[config.mk]
export PLATFORM = sky130hd
export DESIGN_NAME = bb_xlate_unit
export DESIGN_NICKNAME = d
export VERILOG_FILES = /design/src/rtl/bb_xlate_pkg.sv /design/src/rtl/bb_seg_decode.sv /design/src/rtl/bb_reloc_regs.sv /design/src/rtl/bb_limit_check.sv /design/src/rtl/bb_xlate_unit.sv
export SDC_FILE = /design/constraint.sdc
export NUM_CORES = 1
export LEC_CHECK = 0
export BUFFER_PORTS_ARGS = -buffer_cell sky130_fd_sc_hd__buf_2
export CORE_ASPECT_RATIO = 0.8
export CORE_MARGIN = 1
export CORE_UTILIZATION = 45
export CTS_BUF_LIST = sky130_fd_sc_hd__clkbuf_8
export DETAILED_ROUTE_END_ITERATION = 6
export PLACE_DENSITY = 0.68
export SYNTH_ARGS = -nofsm -noshare
export SYNTH_HDL_FRONTEND = slang
export SYNTH_SLANG_ARGS = --single-unit
[constraint.sdc]
create_clock -name clk -period 8.3 [get_ports clk]
set_clock_uncertainty 0.2 [all_clocks]
set_input_delay 0.415 -clock clk [delete_from_list [all_inputs] [get_ports clk]]
set_output_delay 0.415 -clock clk [all_outputs]
set_load 0.1 [all_outputs]
[src/rtl/bb_xlate_pkg.sv]
package bb_xlate_pkg;

  typedef enum logic [1:0] {
    ACC_FETCH = 2'b00,
    ACC_LOAD  = 2'b01,
    ACC_STORE = 2'b10,
    ACC_ALT   = 2'b11
  } acc_kind_e;

  typedef enum logic [1:0] {
    CAUSE_NONE   = 2'b00,
    CAUSE_IFETCH = 2'b01,
    CAUSE_DATA   = 2'b10,
    CAUSE_PRIV   = 2'b11
  } exc_cause_e;

  typedef enum logic [1:0] {
    SEG_USER    = 2'b00,
    SEG_KCACHED = 2'b01,
    SEG_KRAW    = 2'b10,
    SEG_KHIGH   = 2'b11
  } seg_kind_e;

  localparam int STREAM_INSN = 0;
  localparam int STREAM_DATA = 1;

endpackage

[src/rtl/bb_seg_decode.sv]
module bb_seg_decode
  import bb_xlate_pkg::*;
#(
  parameter int ADDR_W = 32
) (
  input  logic [ADDR_W-1:0] vaddr,
  output seg_kind_e         seg,
  output logic [ADDR_W-1:0] kern_paddr,
  output logic              kern_cacheable
);

  localparam int TOP_BITS = 3;
  localparam int LOW_W    = ADDR_W - TOP_BITS;

  logic [TOP_BITS-1:0] top_bits;

  always_comb begin
    top_bits = vaddr[ADDR_W-1 -: TOP_BITS];
    if (!top_bits[TOP_BITS-1]) begin
      seg = SEG_USER;
    end else if (top_bits[TOP_BITS-2]) begin
      seg = SEG_KHIGH;
    end else if (top_bits[TOP_BITS-3]) begin
      seg = SEG_KRAW;
    end else begin
      seg = SEG_KCACHED;
    end
  end

  always_comb begin
    kern_paddr     = '0;
    kern_cacheable = 1'b0;
    unique case (seg)
      SEG_KCACHED: begin
        kern_paddr     = {{TOP_BITS{1'b0}}, vaddr[LOW_W-1:0]};
        kern_cacheable = 1'b1;
      end
      SEG_KRAW: begin
        kern_paddr     = {{TOP_BITS{1'b0}}, vaddr[LOW_W-1:0]};
        kern_cacheable = 1'b0;
      end
      SEG_KHIGH: begin
        kern_paddr     = vaddr;
        kern_cacheable = 1'b1;
      end
      default: begin
        kern_paddr     = '0;
        kern_cacheable = 1'b0;
      end
    endcase
  end

endmodule

[src/rtl/bb_reloc_regs.sv]
module bb_reloc_regs #(
  parameter int ADDR_W      = 32,
  parameter int NUM_STREAMS = 2,
  localparam int STR_W      = (NUM_STREAMS > 1) ? $clog2(NUM_STREAMS) : 1
) (
  input  logic              clk,
  input  logic              rst_n,
  input  logic              wr_en,
  input  logic [STR_W-1:0]  wr_stream,
  input  logic              wr_is_limit,
  input  logic [ADDR_W-1:0] wr_data,
  input  logic [STR_W-1:0]  rd_stream,
  output logic [ADDR_W-1:0] rd_base,
  output logic [ADDR_W-1:0] rd_limit
);

  logic [ADDR_W-1:0] base_q  [NUM_STREAMS];
  logic [ADDR_W-1:0] limit_q [NUM_STREAMS];

  for (genvar s = 0; s < NUM_STREAMS; s++) begin : g_stream
    logic              base_en;
    logic              limit_en;
    logic [ADDR_W-1:0] base_d;
    logic [ADDR_W-1:0] limit_d;

    always_comb begin
      base_en  = wr_en && (wr_stream == STR_W'(s)) && !wr_is_limit;
      limit_en = wr_en && (wr_stream == STR_W'(s)) &&  wr_is_limit;
      base_d   = base_en  ? wr_data : base_q[s];
      limit_d  = limit_en ? wr_data : limit_q[s];
    end

    always_ff @(posedge clk or negedge rst_n) begin
      if (!rst_n) begin
        base_q[s]  <= '0;
        limit_q[s] <= '0;
      end else begin
        base_q[s]  <= base_d;
        limit_q[s] <= limit_d;
      end
    end
  end

  always_comb begin
    rd_base  = '0;
    rd_limit = '0;
    for (int s = 0; s < NUM_STREAMS; s++) begin
      if (rd_stream == STR_W'(s)) begin
        rd_base  = base_q[s];
        rd_limit = limit_q[s];
      end
    end
  end

endmodule

[src/rtl/bb_limit_check.sv]
module bb_limit_check #(
  parameter int ADDR_W = 32
) (
  input  logic [ADDR_W-1:0] vaddr,
  input  logic [ADDR_W-1:0] base,
  input  logic [ADDR_W-1:0] limit,
  output logic              in_range,
  output logic [ADDR_W-1:0] reloc_paddr
);

  always_comb begin
    in_range    = (vaddr < limit);
    reloc_paddr = vaddr + base;
  end

endmodule

[src/rtl/bb_xlate_unit.sv]
module bb_xlate_unit
  import bb_xlate_pkg::*;
#(
  parameter int ADDR_W = 32
) (
  input  logic              clk,
  input  logic              rst_n,
  input  logic              req_valid,
  input  logic [ADDR_W-1:0] req_vaddr,
  input  logic [1:0]        req_kind,
  input  logic              req_user,
  input  logic              cfg_we,
  input  logic [1:0]        cfg_sel,
  input  logic [ADDR_W-1:0] cfg_wdata,
  output logic              rsp_valid,
  output logic [ADDR_W-1:0] rsp_paddr,
  output logic              rsp_cacheable,
  output logic              rsp_exc,
  output logic [1:0]        rsp_cause
);

  localparam int NUM_STREAMS = 2;
  localparam int STR_W       = 1;
  localparam int SYNC_STAGES = 2;

  // reset release synchroniser
  logic [SYNC_STAGES-1:0] rst_sync_q;
  logic                   rst_sync_n;

  always_ff @(posedge clk or negedge rst_n) begin
    if (!rst_n) begin
      rst_sync_q <= '0;
    end else begin
      rst_sync_q <= {rst_sync_q[SYNC_STAGES-2:0], 1'b1};
    end
  end

  assign rst_sync_n = rst_sync_q[SYNC_STAGES-1];

  // segment decode
  seg_kind_e         seg;
  logic [ADDR_W-1:0] kern_paddr;
  logic              kern_cacheable;

  bb_seg_decode #(.ADDR_W(ADDR_W)) u_seg (
    .vaddr          (req_vaddr),
    .seg            (seg),
    .kern_paddr     (kern_paddr),
    .kern_cacheable (kern_cacheable)
  );

  // relocation registers
  logic              is_fetch;
  logic [STR_W-1:0]  rd_stream;
  logic [ADDR_W-1:0] sel_base;
  logic [ADDR_W-1:0] sel_limit;

  always_comb begin
    is_fetch  = (acc_kind_e'(req_kind) == ACC_FETCH);
    rd_stream = is_fetch ? STR_W'(STREAM_INSN) : STR_W'(STREAM_DATA);
  end

  bb_reloc_regs #(.ADDR_W(ADDR_W), .NUM_STREAMS(NUM_STREAMS)) u_regs (
    .clk         (clk),
    .rst_n       (rst_sync_n),
    .wr_en       (cfg_we),
    .wr_stream   (cfg_sel[1]),
    .wr_is_limit (cfg_sel[0]),
    .wr_data     (cfg_wdata),
    .rd_stream   (rd_stream),
    .rd_base     (sel_base),
    .rd_limit    (sel_limit)
  );

  // limit check and relocation
  logic              in_range;
  logic [ADDR_W-1:0] reloc_paddr;

  bb_limit_check #(.ADDR_W(ADDR_W)) u_chk (
    .vaddr       (req_vaddr),
    .base        (sel_base),
    .limit       (sel_limit),
    .in_range    (in_range),
    .reloc_paddr (reloc_paddr)
  );

  // next-state
  logic              valid_d;
  logic [ADDR_W-1:0] paddr_d;
  logic              cache_d;
  logic              exc_d;
  exc_cause_e        cause_d;

  always_comb begin
    valid_d = req_valid;
    paddr_d = '0;
    cache_d = 1'b0;
    exc_d   = 1'b0;
    cause_d = CAUSE_NONE;
    if (req_valid) begin
      if (seg != SEG_USER) begin
        if (req_user) begin
          exc_d   = 1'b1;
          cause_d = CAUSE_PRIV;
        end else begin
          paddr_d = kern_paddr;
          cache_d = kern_cacheable;
        end
      end else if (in_range) begin
        paddr_d = reloc_paddr;
        cache_d = 1'b1;
      end else begin
        exc_d   = 1'b1;
        cause_d = is_fetch ? CAUSE_IFETCH : CAUSE_DATA;
      end
    end
  end

  // response registers
  always_ff @(posedge clk or negedge rst_sync_n) begin
    if (!rst_sync_n) begin
      rsp_valid     <= 1'b0;
      rsp_paddr     <= '0;
      rsp_cacheable <= 1'b0;
      rsp_exc       <= 1'b0;
      rsp_cause     <= 2'b00;
    end else begin
      rsp_valid     <= valid_d;
      rsp_paddr     <= paddr_d;
      rsp_cacheable <= cache_d;
      rsp_exc       <= exc_d;
      rsp_cause     <= cause_d;
    end
  end

endmodule

# Yosys cells after proc, flatten, opt, wreduce, memory -nomap -nowiden
# Index checks and enable logic that the tools add are counted.
# classes
add_sub_neg	1
n_lt_le_gt_ge	1
eq_ne	3
mux	24
bitwise_logic	1
reduce_logical	11
# ops
op	n
2-to-1 mux 32 bit	6
case mux 32 bit (2 select lines)	1
adder 32 bit	1
less-than comparator 32 bit	1
2-to-1 mux 2 bit	8
2-to-1 mux 1 bit	9
logical AND 1 bit	6
== test 2 bit, second input constant	2
OR reduction 2 bit	2
== test 2 x 1 -> 1 bit, second input constant	1
zero test 2 bit	1
nonzero test 2 bit	1
zero test 1 bit	1
NOT 1 bit	1
# totals
ff_bits	167
input_bits	73
output_inout_bits	37
wordCells	51

# Logic depth before layout (Yosys ltp)
# logic_depth
word_depth	9
ltp_mapped	14
mapped_depth_nobuf	12

# Cells and area by module
# From an unflattened synthesis, not the netlist that was laid out.
# unflattened
hier_cells	857
hier_area_um2	10141.0
# by_module_without_submodules
module	n_inst	cells_per_inst	area_each_um2	seq_area_each_um2
bb_reloc_regs	1	343	5500.3	3203.1
bb_limit_check	1	309	2406.1	0.0
bb_xlate_unit	1	161	1901.8	975.9
bb_seg_decode	1	44	332.8	0.0

# Worst setup path after synthesis
# No wires, ideal clock.
# synth_timing
path_type	input to register
start	input req_kind[1]
end	register rsp_paddr[28]
setup_ns	0.121
arrival_ns	3.616
required_time_ns	7.979
slack_ns	4.363
path_stages	14
n_path_buf	2
path_cell_list	nor2_1 -> clkbuf_1 -> buf_1 -> mux2_2 -> ha_1 -> fa_1 -> nand3_1 -> a21oi_1 -> o21ai_0 -> a21boi_0 -> o2111ai_1 -> a21boi_0 -> or3_1 -> a32o_1
# synth_between
elab_chain_len	6
word_cells_on_any_way	8
cone_classes	add/sub (1); order compare (1); mux (5); reduce/logical (1)
# synth_lines
element	line	source
start, declared	bb_xlate_unit.sv:10	input logic [1:0] req_kind,
zero test 2 bit (*)	bb_xlate_unit.sv:59	is_fetch = (acc_kind_e'(req_kind) == ACC_FETCH);
2-to-1 mux 32 bit	bb_reloc_regs.sv:48	if (rd_stream == STR_W'(s)) begin
adder 32 bit or less-than comparator 32 bit (tied branches)	bb_limit_check.sv:13, bb_limit_check.sv:12	
2-to-1 mux 32 bit (*)	bb_xlate_unit.sv:109	end else if (in_range) begin
2-to-1 mux 32 bit (*)	bb_xlate_unit.sv:101	if (seg != SEG_USER) begin
2-to-1 mux 32 bit (*)	bb_xlate_unit.sv:100	if (req_valid) begin
named net paddr_d[28]	bb_xlate_unit.sv:89	logic [ADDR_W-1:0] paddr_d;
end signal, assigned	bb_xlate_unit.sv:129	rsp_paddr <= paddr_d;
end, declared	bb_xlate_unit.sv:16	output logic [ADDR_W-1:0] rsp_paddr,
# Mark *: on every way through the listed nets, which the timed path passes. The rest lies on a longest branch.
# A chain may end at the register's enable or synchronous reset.

# Final worst setup path
# layout_timing
start	input req_kind[1]
end	register rsp_paddr[31]
# Same word-level chain as after synthesis.

==> impl_metrics.env <==
export IMPL_first_pass_iters=5
export IMPL_place_hpwl_um=15400
export IMPL_cts_path_max_buffers=2
export IMPL_synth_top_cell_area_share=0.450
export IMPL_grt_first_pass_wirelength_um=35900
export IMPL_ys_ff_latch=167
export IMPL_fin_area_sq_um=10700
export IMPL_yosys_most_used_dff="dfrtp_1"
export IMPL_top_usage_layer="met2"
export IMPL_ys_seq_area_frac=0.450
export IMPL_cp_cell_sequence="buf_2 > nor2_4 > buf_12 > mux2i_1 > ha_1 > a21oi_1 > o21ai_0 > a221oi_1 > o221ai_1 > o31ai_4 > nand2_1 > or4_1 > nand3_1"
export IMPL_rows=46
export IMPL_grt_setup_unrepaired="no"
export IMPL_worstSetupPathType="input port to register"
export IMPL_dpl_cell_count=1146
export IMPL_clk_insertion_delay_late_ns=0.46
export IMPL_finalCritPeriodShare=0.572
export IMPL_cp_max_fo=45
export IMPL_layout_drive_gt1_share=0.339
export IMPL_relSlewSlack=0.271
export IMPL_ant_nets=0
export IMPL_grt_max_degree=77
export IMPL_clk_pin_slew_ns=0.08
export IMPL_worstSetupEndpointType="register"
export IMPL_powerDensity_nw_per_um2=245
export IMPL_grt_ovfl_total=0
export IMPL_yosys_warnings=0
export IMPL_period_needed_ns=4.75
export IMPL_cts_root_buf="clkbuf_8"
export IMPL_core_sq_um=20000
export IMPL_placement_io_buffers=109
export IMPL_placed_cell_area_sq_um=10100
export IMPL_finalHoldViolCount=0
export IMPL_syn_area_sq_um=9280
export IMPL_drc=0
export IMPL_grt_pass1_vias=6641
export IMPL_met1_usage=0.329
export IMPL_cts_max_level=4
export IMPL_cts_buffers=17
export IMPL_n_fill_cell=1791
export IMPL_die_x_um=163
export IMPL_ys_types=60
export IMPL_syn_num_nets=941
export IMPL_crit_path_start_kind="input port"
export IMPL_async_flop_share=1.00
export IMPL_instances_no_fill=1197
export IMPL_fmax_mhz=210
export IMPL_cts_num_sinks=167
export IMPL_drt_iter0_drc=343
export IMPL_setup_violations=0
export IMPL_slowest_delay_ns=0.90
export IMPL_syn_to_final_growth_pct=15.4
export IMPL_post_cts_buffers=0
export IMPL_via_count=6666
export IMPL_post_route_util=0.535
export IMPL_yosysMostFrequentCell="dfrtp_1"
export IMPL_synth_area_leaders="dfrtp_1 45%, mux2_2 19%, ha_1 9.6%"
export IMPL_critPathRequiredTime_ns=8.49
export IMPL_place_gp_congestion=0.847
export IMPL_initial_core_util=0.463
export IMPL_cap_violations=0
export IMPL_die_y_um=130
export IMPL_wire_per_inst_um=18.4
export IMPL_hold_class="input port to register"
export IMPL_nNetsFinal=1064
export IMPL_yosys_top_cells_count="167 x dfrtp_1, 160 x mux2_2, 71 x ha_1, 43 x a21oi_1, 41 x nand2_1"
export IMPL_holdWs_ns=0.0252
export IMPL_netlist_instances=796
export IMPL_grt_usage=0.222
export IMPL_hold_depth=3
export IMPL_io_pins=110
export IMPL_synth_avg_cell_area_sq_um=11.7
export IMPL_leakagePower_nw=4.85
export IMPL_register_area_sq_um=4180
export IMPL_met2_usage=0.329
export IMPL_status="finished, final reports clean"
export IMPL_cts_tree="yes"
export IMPL_synth_top_area_cell="dfrtp_1"
export IMPL_die_area_sq_um=21200
export IMPL_arrival_ns=4.94
export IMPL_multiInputGateArea_sq_um=4950
export IMPL_antenna_found_initial=2
export IMPL_setup_tns_ns=0
export IMPL_slowest_stage="o31ai_4"
export IMPL_r2r_cells=10
export IMPL_routed_via_density=5.57
export IMPL_totalWireLength_um=22100
export IMPL_worst_slew_pin_slew_ns=1.09
export IMPL_slew_viol_final=0
export IMPL_irDropWorstVdd_uv=156
export IMPL_met3_usage=0.0442
export IMPL_synth_edf_count=0
-- cells by family (layout without fill, tap and decap cells) --
kind of cell | Yosys count | in the layout | share of synthesized area
mux | 192 | 192 | 0.229
simple gates | 143 | 143 | 0.0758
xor+xnor | 23 | 23 | 0.0217
compound gates | 154 | 154 | 0.107
other cells | 1 | 3 | 0.000404
flops | 167 | 167 | 0.450
buf+inv | 44 | 179 | 0.0182
fa+ha+maj | 72 | 72 | 0.0979
-- registers in the layout, summed over array words and instances, names as in the netlist --
signal          cells
u_regs.limit_q     64
rsp_exc             1
rsp_cacheable       1
rsp_cause           2
rst_sync_q          2
u_regs.base_q      64
rsp_paddr          32
rsp_valid           1
-- cell usage in the layout, fill, tap and decap left out, drive strengths merged, types with 4 or more instances in the layout --
cell         instances
inv                 16
a21o                10
o21a                 4
nand4               10
xor2                 7
nand2               41
mux2i               32
dlygate4sd3         18
nor3                 9
mux2               160
xnor2               16
buf                115
ha                  71
clkinv               5
nand3               12
a21boi               5
and2                 7
nor2                40
a211oi               5
clkbuf              23
a21oi               43
or3                  4
dfrtp              167
o21bai               4
o21ai               40
a22oi               20
-- area by class of cell --
| type | instances | share of cell area |
|---|---|---|
| antenna | 2 | 0.000467 |
| clock buffer | 23 | 0.0296 |
| clock inverter | 8 | 0.00806 |
| inverter | 15 | 0.00526 |
| multi-input combinational | 585 | 0.462 |
| sequential | 167 | 0.391 |
| tap | 264 | 0.0308 |
| timing repair buffer | 133 | 0.0731 |
-- worst paths after layout --
path                               startpoint                 to  slack, ns
setup reg to reg           u_regs.limit_q[59]      rsp_paddr[31]       4.34
hold reg to reg                 rst_sync_q[0]      rst_sync_q[1]       0.15
hold / removal                  req_vaddr[21]      rsp_paddr[21]       0.03
min in group asynchronous               rst_n      rst_sync_q[1]       0.05
setup / recovery                  req_kind[1]      rsp_paddr[31]       3.55
max in group asynchronous       rst_sync_q[1]  u_regs.base_q[58]       6.85
-- layer usage --
layer  vias up  routed length [um]
li1       3191                   -
met1      3298               11500
met2       156                9380
met3        21                 973
met4         0                 250
met5         -                   0
-- repair_timing --
item	in CTS	in global routing
hold buffers	18	0
gates resized for setup	0	0
endpoints found under the hold margin	39	0
-- report_power, final --
group | total, mW | internal (mW) | switching (mW)
Combinational | 1.01 | 0.379 | 0.631
Clock | 0.589 | 0.287 | 0.302
Sequential | 1.03 | 0.960 | 0.0679
Total | 2.63 | 1.63 | 1.00
-- metrics by stage --
step           setup slack, ns  power, mW
3_5_place_dp              3.06       2.04
6_report                  3.55       2.63
4_1_cts                   3.56       2.65
3_3_place_gp              3.21       2.02
5_1_grt                   3.19       2.79
2_1_floorplan             3.10       1.81
-- critical path: cells and delay by family --
kind | cells | cell delay, ns
AO/OA/AOI/OAI | 5 | 1.74
adder cells (fa/ha/maj) | 1 | 0.26
buffers and inverters | 2 | 0.48
multiplexers | 1 | 0.25
AND/OR/NAND/NOR | 4 | 1.77
Note: power is estimated with default switching activity, not from simulation.
